<file path="src/rtl/bpd_pkg.sv">
package bpd_pkg;

   typedef enum logic [1:0] {
      PS_IDLE = 2'd0,
      PS_PEAK = 2'd1,
      PS_ZERO = 2'd2,
      PS_OPP  = 2'd3
   } pair_st_t;

   typedef enum logic [1:0] {
      MS_IDLE = 2'd0,
      MS_CAND = 2'd1,
      MS_CHK  = 2'd2
   } mark_st_t;

   localparam logic [1:0] PK_NONE = 2'b00;
   localparam logic [1:0] PK_UP   = 2'b01;
   localparam logic [1:0] PK_DN   = 2'b10;

   function automatic int max2(input int a, input int b);
      return (a > b) ? a : b;
   endfunction

endpackage

</file>
<file path="src/rtl/bpd_peak_qual.sv">
module bpd_peak_qual #(
   parameter int AMP_W  = 14,
   parameter bit STRICT = 1'b1
) (
   input  logic [1:0]              code_i,
   input  logic signed [AMP_W-1:0] amp_i,
   input  logic signed [AMP_W-1:0] thr_pos_i,
   input  logic signed [AMP_W-1:0] thr_neg_i,
   output logic                    up_ok_o,
   output logic                    dn_ok_o
);
   import bpd_pkg::*;

   logic above_pos;
   logic below_neg;

   generate
      if (STRICT) begin : g_strict
         assign above_pos = (amp_i > thr_pos_i);
         assign below_neg = (amp_i < thr_neg_i);
      end else begin : g_inclusive
         assign above_pos = (amp_i >= thr_pos_i);
         assign below_neg = (amp_i <= thr_neg_i);
      end
   endgenerate

   assign up_ok_o = (code_i == PK_UP) && above_pos;
   assign dn_ok_o = (code_i == PK_DN) && below_neg;

endmodule

</file>
<file path="src/rtl/bpd_pair_fsm.sv">
module bpd_pair_fsm #(
   parameter int TOUT_LEN = 21,
   parameter int REFR_LEN = 25
) (
   input  logic clk,
   input  logic rst_n,
   input  logic zc_i,
   input  logic up_ok_i,
   input  logic dn_ok_i,
   output logic cand_o,
   output logic conf_o
);
   import bpd_pkg::*;

   localparam int CNT_MAX = max2(TOUT_LEN, REFR_LEN);
   localparam int CNT_W   = $clog2(CNT_MAX);
   localparam logic [CNT_W-1:0] TOUT_LAST = CNT_W'(TOUT_LEN - 1);
   localparam logic [CNT_W-1:0] REFR_LAST = CNT_W'(REFR_LEN - 1);

   pair_st_t         st_q, st_d;
   logic             pol_up_q, pol_up_d;
   logic [CNT_W-1:0] cnt_q, cnt_d;
   logic             cand_q, cand_d;
   logic             opp_ok;

   assign opp_ok = pol_up_q ? dn_ok_i : up_ok_i;

   always_comb begin
      st_d     = st_q;
      pol_up_d = pol_up_q;
      cnt_d    = cnt_q;
      cand_d   = 1'b0;
      unique case (st_q)
         PS_IDLE: begin
            cnt_d = '0;
            if (up_ok_i) begin
               st_d     = PS_PEAK;
               pol_up_d = 1'b1;
            end else if (dn_ok_i) begin
               st_d     = PS_PEAK;
               pol_up_d = 1'b0;
            end
         end
         PS_PEAK: begin
            if (opp_ok) begin
               st_d   = PS_OPP;
               cand_d = 1'b1;
               cnt_d  = '0;
            end else if (zc_i) begin
               st_d   = PS_ZERO;
               cand_d = 1'b1;
               cnt_d  = '0;
            end else if (cnt_q == TOUT_LAST) begin
               st_d  = PS_IDLE;
               cnt_d = '0;
            end else begin
               cnt_d = cnt_q + 1'b1;
            end
         end
         PS_ZERO: begin
            if (opp_ok) begin
               st_d  = PS_OPP;
               cnt_d = '0;
            end else if (cnt_q == TOUT_LAST) begin
               st_d  = PS_IDLE;
               cnt_d = '0;
            end else begin
               cnt_d = cnt_q + 1'b1;
            end
         end
         PS_OPP: begin
            if (cnt_q == REFR_LAST) begin
               st_d  = PS_IDLE;
               cnt_d = '0;
            end else begin
               cnt_d = cnt_q + 1'b1;
            end
         end
         default: begin
            st_d  = PS_IDLE;
            cnt_d = '0;
         end
      endcase
   end

   always_ff @(posedge clk or negedge rst_n) begin
      if (!rst_n) begin
         st_q     <= PS_IDLE;
         pol_up_q <= 1'b0;
         cnt_q    <= '0;
         cand_q   <= 1'b0;
      end else begin
         st_q     <= st_d;
         pol_up_q <= pol_up_d;
         cnt_q    <= cnt_d;
         cand_q   <= cand_d;
      end
   end

   assign cand_o = cand_q;
   assign conf_o = (st_q == PS_OPP);

endmodule

</file>
<file path="src/rtl/bpd_mark_fsm.sv">
module bpd_mark_fsm #(
   parameter int MARK_DLY = 10
) (
   input  logic clk,
   input  logic rst_n,
   input  logic cand_i,
   input  logic conf_i,
   output logic beat_o
);
   import bpd_pkg::*;

   localparam int DW = (MARK_DLY > 1) ? $clog2(MARK_DLY) : 1;
   localparam logic [DW-1:0] DLY_LAST = DW'(MARK_DLY - 1);

   mark_st_t      mst_q, mst_d;
   logic [DW-1:0] dcnt_q, dcnt_d;

   always_comb begin
      mst_d  = mst_q;
      dcnt_d = dcnt_q;
      unique case (mst_q)
         MS_IDLE: begin
            dcnt_d = '0;
            if (cand_i) mst_d = MS_CAND;
         end
         MS_CAND: begin
            if (dcnt_q == DLY_LAST) begin
               mst_d  = MS_CHK;
               dcnt_d = '0;
            end else begin
               dcnt_d = dcnt_q + 1'b1;
            end
         end
         MS_CHK: begin
            mst_d  = MS_IDLE;
            dcnt_d = '0;
         end
         default: begin
            mst_d  = MS_IDLE;
            dcnt_d = '0;
         end
      endcase
   end

   always_ff @(posedge clk or negedge rst_n) begin
      if (!rst_n) begin
         mst_q  <= MS_IDLE;
         dcnt_q <= '0;
      end else begin
         mst_q  <= mst_d;
         dcnt_q <= dcnt_d;
      end
   end

   assign beat_o = (mst_q == MS_CHK) && conf_i;

endmodule

</file>
<file path="src/rtl/beat_pair_decider.sv">
module beat_pair_decider #(
   parameter int AMP_W       = 14,
   parameter int TOUT_LEN    = 21,
   parameter int REFR_LEN    = 25,
   parameter int MARK_DLY    = 10,
   parameter bit STRICT_QUAL = 1'b1
) (
   input  logic                    clk,
   input  logic                    rst_n,
   input  logic                    zc_i,
   input  logic [1:0]              pk_code_i,
   input  logic signed [AMP_W-1:0] pk_amp_i,
   input  logic signed [AMP_W-1:0] thr_pos_i,
   input  logic signed [AMP_W-1:0] thr_neg_i,
   output logic                    cand_o,
   output logic                    conf_o,
   output logic                    beat_o
);

   generate
      if (AMP_W < 2) begin : g_bad_amp
         $error("AMP_W must be at least 2");
      end
      if (TOUT_LEN < 2) begin : g_bad_tout
         $error("TOUT_LEN must be at least 2");
      end
      if (MARK_DLY < 1) begin : g_bad_dly
         $error("MARK_DLY must be at least 1");
      end
      if (MARK_DLY + 2 > REFR_LEN) begin : g_bad_refr
         $error("REFR_LEN must cover the marking delay plus the check cycle");
      end
      if (MARK_DLY >= TOUT_LEN) begin : g_bad_mark
         $error("MARK_DLY must be shorter than TOUT_LEN");
      end
   endgenerate

   logic up_ok;
   logic dn_ok;

   bpd_peak_qual #(
      .AMP_W (AMP_W),
      .STRICT(STRICT_QUAL)
   ) u_qual (
      .code_i   (pk_code_i),
      .amp_i    (pk_amp_i),
      .thr_pos_i(thr_pos_i),
      .thr_neg_i(thr_neg_i),
      .up_ok_o  (up_ok),
      .dn_ok_o  (dn_ok)
   );

   bpd_pair_fsm #(
      .TOUT_LEN(TOUT_LEN),
      .REFR_LEN(REFR_LEN)
   ) u_pair (
      .clk    (clk),
      .rst_n  (rst_n),
      .zc_i   (zc_i),
      .up_ok_i(up_ok),
      .dn_ok_i(dn_ok),
      .cand_o (cand_o),
      .conf_o (conf_o)
   );

   bpd_mark_fsm #(
      .MARK_DLY(MARK_DLY)
   ) u_mark (
      .clk   (clk),
      .rst_n (rst_n),
      .cand_i(cand_o),
      .conf_i(conf_o),
      .beat_o(beat_o)
   );

endmodule

</file>
<file path="config.mk">
export PLATFORM = sky130hd
export DESIGN_NAME = beat_pair_decider
export DESIGN_NICKNAME = d
export VERILOG_FILES = /design/src/rtl/bpd_pkg.sv /design/src/rtl/bpd_peak_qual.sv /design/src/rtl/bpd_pair_fsm.sv /design/src/rtl/bpd_mark_fsm.sv /design/src/rtl/beat_pair_decider.sv
export SDC_FILE = /design/constraint.sdc
export NUM_CORES = 1
export LEC_CHECK = 0
export ABC_CLOCK_PERIOD_IN_PS = 4300
export CAP_MARGIN = 20
export CELL_PAD_IN_SITES_DETAIL_PLACEMENT = 2
export CELL_PAD_IN_SITES_GLOBAL_PLACEMENT = 2
export CORE_MARGIN = 3
export CORE_UTILIZATION = 28
export DETAILED_ROUTE_END_ITERATION = 6
export PLACE_DENSITY = 0.95
export SLEW_MARGIN = 20
export SYNTH_ARGS = -nofsm -noshare
export SYNTH_HDL_FRONTEND = slang
export SYNTH_SLANG_ARGS = --single-unit
export TNS_END_PERCENT = 50
</file>
<file path="constraint.sdc">
create_clock -name clk -period 4.3 [get_ports clk]
set_clock_uncertainty 0.05 [all_clocks]
set_input_delay 0.86 -clock clk [delete_from_list [all_inputs] [get_ports clk]]
set_output_delay 0.86 -clock clk [all_outputs]
set_load 0.005 [all_outputs]
</file>
==> results.py, run 1 <==
metrics = {
    "detailed_routing": {
        "route.vias.total": 1505,
        "detailed_route_vias_per_instance": 4.95,
        "drt-initial-drc-count": 43,
        "wl_per_cell_um": 15.0,
        "route.detailed.drc": 0,
        "drt.antenna.violating_nets": 0,
        "drt-total-wl_mm": 4.56,
        "drt_pass1_iterations": 4,
    },
    "power": {
        "irDropWorstVdd_mv": 0.142,
        "comb_power_share": 0.462,
        "leakagePower_nw": 1.03,
        "sw_frac_of_total": 0.402,
        "power_uw": 702,
        "seqPwrFrac": 0.364,
        "netSwitchingPower_uw": 282,
        "power_report.internal_total_uw": 420,
        "power_density_mw_per_mm2": 325,
        "clockPowerShare": 0.175,
    },
    "cts": {
        "holdBufCountCts": 0,
        "clk_latency_ns": 0.27,
        "cts.htree.levels": 1,
        "post_cts_resized": 0,
        "cts-root-buf": "sky130_fd_sc_hd__clkbuf_8",
        "clk_path_buf_depth": 2,
        "cts_setup_buffers": 0,
        "cts_made_buffers": 3,
        "cts_tree": "yes",
        "clock_edge_transition_at_the_registers_on_the_reported_setup_and_hold_paths_ns": 0.07,
        "cts.sink_count": 15,
    },
    "timing": {
        "achievable-frequency_mhz": 334,
        "final.min_clock_period_ns": 2.99,
        "worst_pin_slew_ns": 0.679,
        "maxSlewHeadroom": 0.546,
        "final-max-slew-violation-count": 0,
        "setup_viol": 0,
        "fin_crit_sh": 0.695,
        "tns_ns": 0,
        "hold_violations": 0,
        "rsz_0062_raised_after_global_routing": "false",
    },
    "setup_path": {
        "crit_required_ns": 4.44,
        "r2r_slack_ns": 2.58,
        "start_point_of_the_critical_path": "thr_neg_i[13]",
        "regToRegEndpoint": "u_pair.st_q[0]",
        "setup.worst_path.class": "in -> reg",
        "critical_path_arrival_ns": 3.13,
        "critPathCaptureType": "flip-flop",
        "critical_path.max_fanout": 4,
        "worst_setup_path_start_kind": "input pin",
        "worstRegToRegCells": 8,
        "worst_setup_path_endpoint": "u_pair.st_q[1]",
        "rr_startpoint": "u_pair.cnt_q[0]",
    },
    "finish": {
        "final_layout_size_suffix_gt1_frac": 0.0513,
        "insertedDiodeCount": 0,
        "nNetsFinal": 313,
        "finalNonFillerCells": 304,
        "syn_to_final_growth_pct": 40.7,
        "post-route-cell-area_mm2": 0.00216,
    },
    "floorplan": {
        "num_io_pins": 50,
        "total_core_area_mm2": 0.00520,
        "design.die.area_mm2": 0.00640,
        "die_boundary_height_um": 80.0,
        "rows": 26,
        "start_util": 0.294,
        "die_w_um": 80.0,
    },
    "synth": {
        "synthDominantCellAreaShare": 0.253,
        "postSynthRegisterBits": 15,
        "synthesis.yosys.warnings": 0,
        "synth-async-reset-ratio": 1.00,
        "synth-edff-count": 0,
        "area_of_the_mapped_netlist_mm2": 0.00153,
        "netlist-cell-type-count": 36,
        "synthesis.area_per_instance_um2": 8.47,
        "ranking_of_synthesized_cells_by_area": "sky130_fd_sc_hd__ha_1 25%, sky130_fd_sc_hd__dfrtp_1 24%, sky130_fd_sc_hd__inv_1 8.6%",
        "ys_dominant_reg_cell": "sky130_fd_sc_hd__dfrtp_1",
        "synthCells": 181,
        "postSynthNetCount": 259,
        "seq_area_frac_synth": 0.245,
        "synth_largest_area_cell": "sky130_fd_sc_hd__ha_1",
    },
    "global_routing": {
        "grt-ovfl-total": 0,
        "grt_pass1_vias": 1688,
        "wire_length_of_the_first_global_routing_pass_mm": 7.78,
        "grt_antenna_before_repair": 0,
        "groute.usage.overall": 0.155,
        "grt_max_degree": 16,
    },
    "placed_design": {
        "dpl.hpwl_mm": 4.07,
        "port_buffers": 49,
        "gp_congestion": 0.800,
        "number_of_cells_in_the_design_after_placement": 300,
        "dp_area_mm2": 0.00211,
    },
    "min_path": {
        "min_delay_path_depth": 1,
        "min-delay-path-class": "reg -> reg",
    },
    "run_status": {
        "status": "finished clean",
    },
    "flow_run": {
        "cap_viol_max_count": 0,
    },
}
==> power by group through the flow <==
| stage | Combinational [mW] | Sequential [mW] | Clock (mW) |
|---|---|---|---|
| 6_report | 0.324 | 0.255 | 0.123 |
| 4_1_cts | 0.330 | 0.256 | 0.125 |
| 5_1_grt | 0.374 | 0.265 | 0.128 |
| 3_5_place_dp | 0.329 | 0.258 | 0 |
| 3_3_place_gp | 0.303 | 0.251 | 0 |
| 2_1_floorplan | 0.204 | 0.239 | 0 |
==> logic make-up (layout without fill, tap and decap cells) <==
kind of cell	count (synthesis)	after routing	synth area share
compound gates	39	39	0.180
xor+xnor	7	7	0.0449
fa+ha+maj	31	31	0.253
buf+inv	35	88	0.0857
flops	15	15	0.245
mux	1	1	0.00735
simple gates	53	53	0.184
==> cell usage after synthesis (2+ instances only) <==
master	number
sky130_fd_sc_hd__dfrtp_1	15
sky130_fd_sc_hd__xnor2_1	3
sky130_fd_sc_hd__nand2b_1	6
sky130_fd_sc_hd__nand2_1	12
sky130_fd_sc_hd__o41ai_1	2
sky130_fd_sc_hd__a21oi_1	18
sky130_fd_sc_hd__nor3b_1	2
sky130_fd_sc_hd__a21o_1	4
sky130_fd_sc_hd__inv_1	35
sky130_fd_sc_hd__o211ai_1	2
sky130_fd_sc_hd__o221ai_1	2
sky130_fd_sc_hd__o21ai_0	2
sky130_fd_sc_hd__nand4b_1	2
sky130_fd_sc_hd__xor2_1	3
sky130_fd_sc_hd__ha_1	31
sky130_fd_sc_hd__nand3_1	5
sky130_fd_sc_hd__nor2_1	13
sky130_fd_sc_hd__nand4_1	3
sky130_fd_sc_hd__or3_1	2
sky130_fd_sc_hd__nand3b_1	3
==> routing by layer <==
metal  up-vias  GRT usage  wire length [um]
met4         0     0.0405                56
met2        32      0.281              2330
li1        733          -                 -
met3         4     0.0361               212
met5         -          0                 0
met1       736      0.181              1960
==> how the worst min path moves through the flow <==
stage / end / slack (ns) / from
detailed placement: u_mark.mst_q[1] / 0.42 / u_mark.mst_q[1]
finish: u_mark.mst_q[1] / 0.42 / u_mark.mst_q[1]
CTS: u_mark.mst_q[1] / 0.43 / u_mark.mst_q[1]
global route: u_mark.mst_q[1] / 0.46 / u_mark.mst_q[1]
global placement: u_mark.mst_q[1] / 0.40 / u_mark.mst_q[1]
floorplan: u_mark.mst_q[1] / 0.39 / u_mark.mst_q[1]
==> stage by stage <==
step / hold slack (ns) / util / setup WS (ns)
after floorplan: 0.385 / - / 1.77
after global placement: 0.403 / 0.406 / 1.09
after detailed placement: 0.424 / 0.406 / 1.02
after CTS: 0.429 / 0.414 / 1.31
after global routing: 0.456 / 0.414 / 1.09
final: 0.422 / 0.414 / 1.31
==> layout by cell type, fill, tap and decap left out, drive strengths merged, types with 4 or more instances in the layout <==
cell type	n
inv	35
nand2b	7
dfrtp	15
xor2	4
ha	31
nor2	13
nand2	12
a21oi	18
nand3	5
clkdlybuf4s50	49
a21o	4
==> layout make-up <==
| cell class | instances | area, um2 |
|---|---|---|
| inverters | 35 | 131 |
| repair buffers | 49 | 490 |
| clock buffers | 3 | 41.3 |
| multi-input cells | 131 | 1030 |
| flip-flops and latches | 15 | 375 |
| fillers | 607 | 3050 |
| clock inverters | 1 | 5.00 |
| well taps | 70 | 87.6 |
==> worst max-delay path: stages <==
cell	delay [ns]
sky130_fd_sc_hd__clkdlybuf4s50_1	0.47
sky130_fd_sc_hd__inv_1	0.05
sky130_fd_sc_hd__ha_1	0.30
sky130_fd_sc_hd__and4_1	0.19
sky130_fd_sc_hd__a21oi_1	0.15
sky130_fd_sc_hd__o221ai_1	0.14
sky130_fd_sc_hd__a21oi_1	0.26
sky130_fd_sc_hd__mux2_2	0.43
sky130_fd_sc_hd__o221a_2	0.15
sky130_fd_sc_hd__nor3_1	0.14
==> state kept, by name, summed over array words and instances, names as in the netlist <==
register	count
u_pair.cnt_q	5
u_pair.cand_o	1
u_mark.dcnt_q	4
u_mark.mst_q	2
u_pair.pol_up_q	1
u_pair.st_q	2
Note: power is estimated with default switching activity, not from simulation.
==> inputs of run 2 (changes only) <==
--- a/config.mk
+++ b/config.mk
@@ -5,14 +5,14 @@
 export SDC_FILE = /design/constraint.sdc
 export NUM_CORES = 1
 export LEC_CHECK = 0
-export ABC_CLOCK_PERIOD_IN_PS = 4300
+export ABC_CLOCK_PERIOD_IN_PS = 3000
 export CAP_MARGIN = 20
 export CELL_PAD_IN_SITES_DETAIL_PLACEMENT = 2
 export CELL_PAD_IN_SITES_GLOBAL_PLACEMENT = 2
 export CORE_MARGIN = 3
-export CORE_UTILIZATION = 28
+export CORE_UTILIZATION = 26
 export DETAILED_ROUTE_END_ITERATION = 6
-export PLACE_DENSITY = 0.95
+export PLACE_DENSITY = 0.89
 export SLEW_MARGIN = 20
 export SYNTH_ARGS = -nofsm -noshare
 export SYNTH_HDL_FRONTEND = slang
==> constraint.sdc (replaced) <==
create_clock -name clk -period 3 [get_ports clk]
set_clock_uncertainty 0.05 [all_clocks]
set_input_delay 0.6 -clock clk [delete_from_list [all_inputs] [get_ports clk]]
set_output_delay 0.6 -clock clk [all_outputs]
set_load 0.005 [all_outputs]
==> results.py, run 2 (synthesis gave the netlist of run 1 again) <==
metrics = {
    "power": {
        "power_report.internal_total_uw": 604,
        "irDropWorstVdd_mv": 0.204,
        "clockPowerShare": 0.165,
        "power_density_mw_per_mm2": 462,
        "seqPwrFrac": 0.367,
        "leakagePower_nw": 1.04,
        "comb_power_share": 0.468,
        "netSwitchingPower_uw": 402,
        "sw_frac_of_total": 0.400,
    },
    "flow_run": {
        "cap_viol_max_count": 0,
    },
    "floorplan": {
        "design.die.area_mm2": 0.00685,
        "rows": 27,
        "total_core_area_mm2": 0.00561,
        "num_io_pins": 50,
        "start_util": 0.273,
        "die_w_um": 82.8,
        "die_boundary_height_um": 82.8,
    },
    "timing": {
        "final.min_clock_period_ns": 2.82,
        "rsz_0062_raised_after_global_routing": "false",
        "fin_crit_sh": 0.941,
        "hold_violations": 0,
        "worst_pin_slew_ns": 0.715,
        "maxSlewHeadroom": 0.522,
        "tns_ns": 0,
        "achievable-frequency_mhz": 354,
        "setup_viol": 0,
        "final-max-slew-violation-count": 0,
    },
    "placed_design": {
        "gp_congestion": 0.787,
        "dpl.hpwl_mm": 3.97,
        "port_buffers": 49,
    },
    "setup_path": {
        "crit_required_ns": 3.07,
        "critical_path.max_fanout": 3,
        "worstPathCellList": "clkdlybuf4s50_1 > inv_1 > ha_1 > and4_1 > a21oi_1 > o221ai_1 > a21oi_1 > xnor2_1 > o41ai_1 > o41ai_1",
        "critPathBufInv": 2,
        "setup.worst_path.class": "in -> reg",
        "critPathCaptureType": "flip-flop",
        "critical_path_arrival_ns": 2.89,
        "critical-path-top-delay-family": "compound AO/OA/AOI/OAI gates",
        "worst_setup_path_start_kind": "input pin",
        "crit_path_max_incr_delay_ns": 0.47,
        "crit_slowest_cell": "sky130_fd_sc_hd__clkdlybuf4s50_1",
    },
    "run_status": {
        "status": "finished clean",
    },
    "detailed_routing": {
        "drt-total-wl_mm": 4.55,
        "wl_per_cell_um": 14.8,
        "detailed_route_vias_per_instance": 4.86,
        "route.vias.total": 1492,
        "route.detailed.drc": 0,
        "drt_pass1_iterations": 4,
        "drt-initial-drc-count": 38,
        "drt.antenna.violating_nets": 0,
    },
    "finish": {
        "final_common_cell": "sky130_fd_sc_hd__clkdlybuf4s50_1",
        "regMostFlops": "u_pair.cnt_q",
        "nNetsFinal": 314,
        "fillers": 656,
        "syn_to_final_growth_pct": 42.1,
        "largest_reg_flops": 5,
        "insertedDiodeCount": 0,
        "most_used_cells_in_the_layout_excluding_fill_and_tap_cells": "49 x sky130_fd_sc_hd__clkdlybuf4s50_1, 35 x sky130_fd_sc_hd__inv_1, 31 x sky130_fd_sc_hd__ha_1, 18 x sky130_fd_sc_hd__a21oi_1, 15 x sky130_fd_sc_hd__dfrtp_1",
        "biggestRegsByFlops": "u_pair.cnt_q (5), u_mark.dcnt_q (4)",
        "final_core_util": 0.388,
        "final_layout_size_suffix_gt1_frac": 0.0553,
    },
    "cts": {
        "clk_path_buf_depth": 2,
        "cts-root-buf": "sky130_fd_sc_hd__clkbuf_8",
        "holdBufCountCts": 0,
        "cts.sink_count": 15,
        "cts_setup_buffers": 0,
        "cts_made_buffers": 3,
        "clk_latency_ns": 0.25,
        "clock_edge_transition_at_the_registers_on_the_reported_setup_and_hold_paths_ns": 0.06,
        "cts_tree": "yes",
        "cts.htree.levels": 1,
        "post_cts_resized": 0,
    },
    "global_routing": {
        "wire_length_of_the_first_global_routing_pass_mm": 7.47,
        "grt_most_used_layer": "met2",
        "grt_pass1_vias": 1670,
        "grt-ovfl-total": 0,
        "grt_max_degree": 16,
        "globalRouteMet2Util": 0.275,
        "use_met1": 0.160,
        "grt_util_met3": 0.0162,
        "grt_antenna_before_repair": 0,
        "groute.usage.overall": 0.141,
    },
    "min_path": {
        "min-delay-path-class": "reg -> reg",
    },
}
## run 2: cell types whose count changed in the layout (fill, tap and decap cells not counted), sizes merged
cell	change
buf	+1
## run 2: metrics by stage
step | cell area, um2 | worst slack (ns) | power (mW) | instances | hold slack [ns]
after global routing | 2180 | 0.0156 | 1.10 | 307 | 0.460
after CTS | 2170 | 0.0995 | 1.02 | 307 | 0.438
after floorplan | 1530 | 0.730 | 0.635 | 181 | 0.254
after global placement | 2120 | -0.00670 | 0.797 | 303 | 0.409
after detailed placement | 2120 | -0.170 | 0.845 | 303 | 0.434
final | 2180 | 0.178 | 1.01 | 307 | 0.431
## run 2: power by group through the flow
stage | combinational (mW) | sequential, mW | clock, mW
floorplan | 0.293 | 0.342 | 0
global placement | 0.432 | 0.365 | 0
detailed placement | 0.475 | 0.370 | 0
CTS | 0.479 | 0.370 | 0.170
global route | 0.539 | 0.389 | 0.178
finish | 0.471 | 0.370 | 0.166
## run 2: area by class of cell
cell class	instances	area, um2	share of cell area
multi-input cells	131	1040	0.476
repair buffers	50	498	0.229
flip-flops and latches	15	375	0.172
inverters	35	131	0.0603
well taps	72	90.1	0.0414
clock buffers	3	41.3	0.0190
clock inverters	1	5.00	0.00230
## run 2: path summary, 6_finish.rpt
kind,from,end,slack [ns],cells after the start
worst max-delay path,thr_neg_i[13],u_pair.pol_up_q,0.18,10
worst min-delay path,u_mark.mst_q[1],u_mark.mst_q[1],0.43,1
worst max register to register,u_pair.cnt_q[0],u_pair.st_q[0],1.24,8
worst min register to register,u_mark.mst_q[1],u_mark.mst_q[1],0.43,1
max in group asynchronous,rst_n,u_pair.pol_up_q,1.72,1
min in group asynchronous,rst_n,u_mark.dcnt_q[0],0.73,1
## run 2: layer usage
metal / wire (um) / vias to the layer above
met2: 2420 / 34
met3: 199 / 6
met5: 0 / -
met4: 47 / 0
met1: 1880 / 717
li1: - / 735
==> inputs of run 3 (changes only) <==
--- a/config.mk
+++ b/config.mk
@@ -13,7 +13,6 @@
 export CORE_UTILIZATION = 26
 export DETAILED_ROUTE_END_ITERATION = 6
 export PLACE_DENSITY = 0.89
-export SLEW_MARGIN = 20
 export SYNTH_ARGS = -nofsm -noshare
 export SYNTH_HDL_FRONTEND = slang
 export SYNTH_SLANG_ARGS = --single-unit
==> results of run 3 <==
The final DEF is identical to that of run 2; final timing and power are the same.
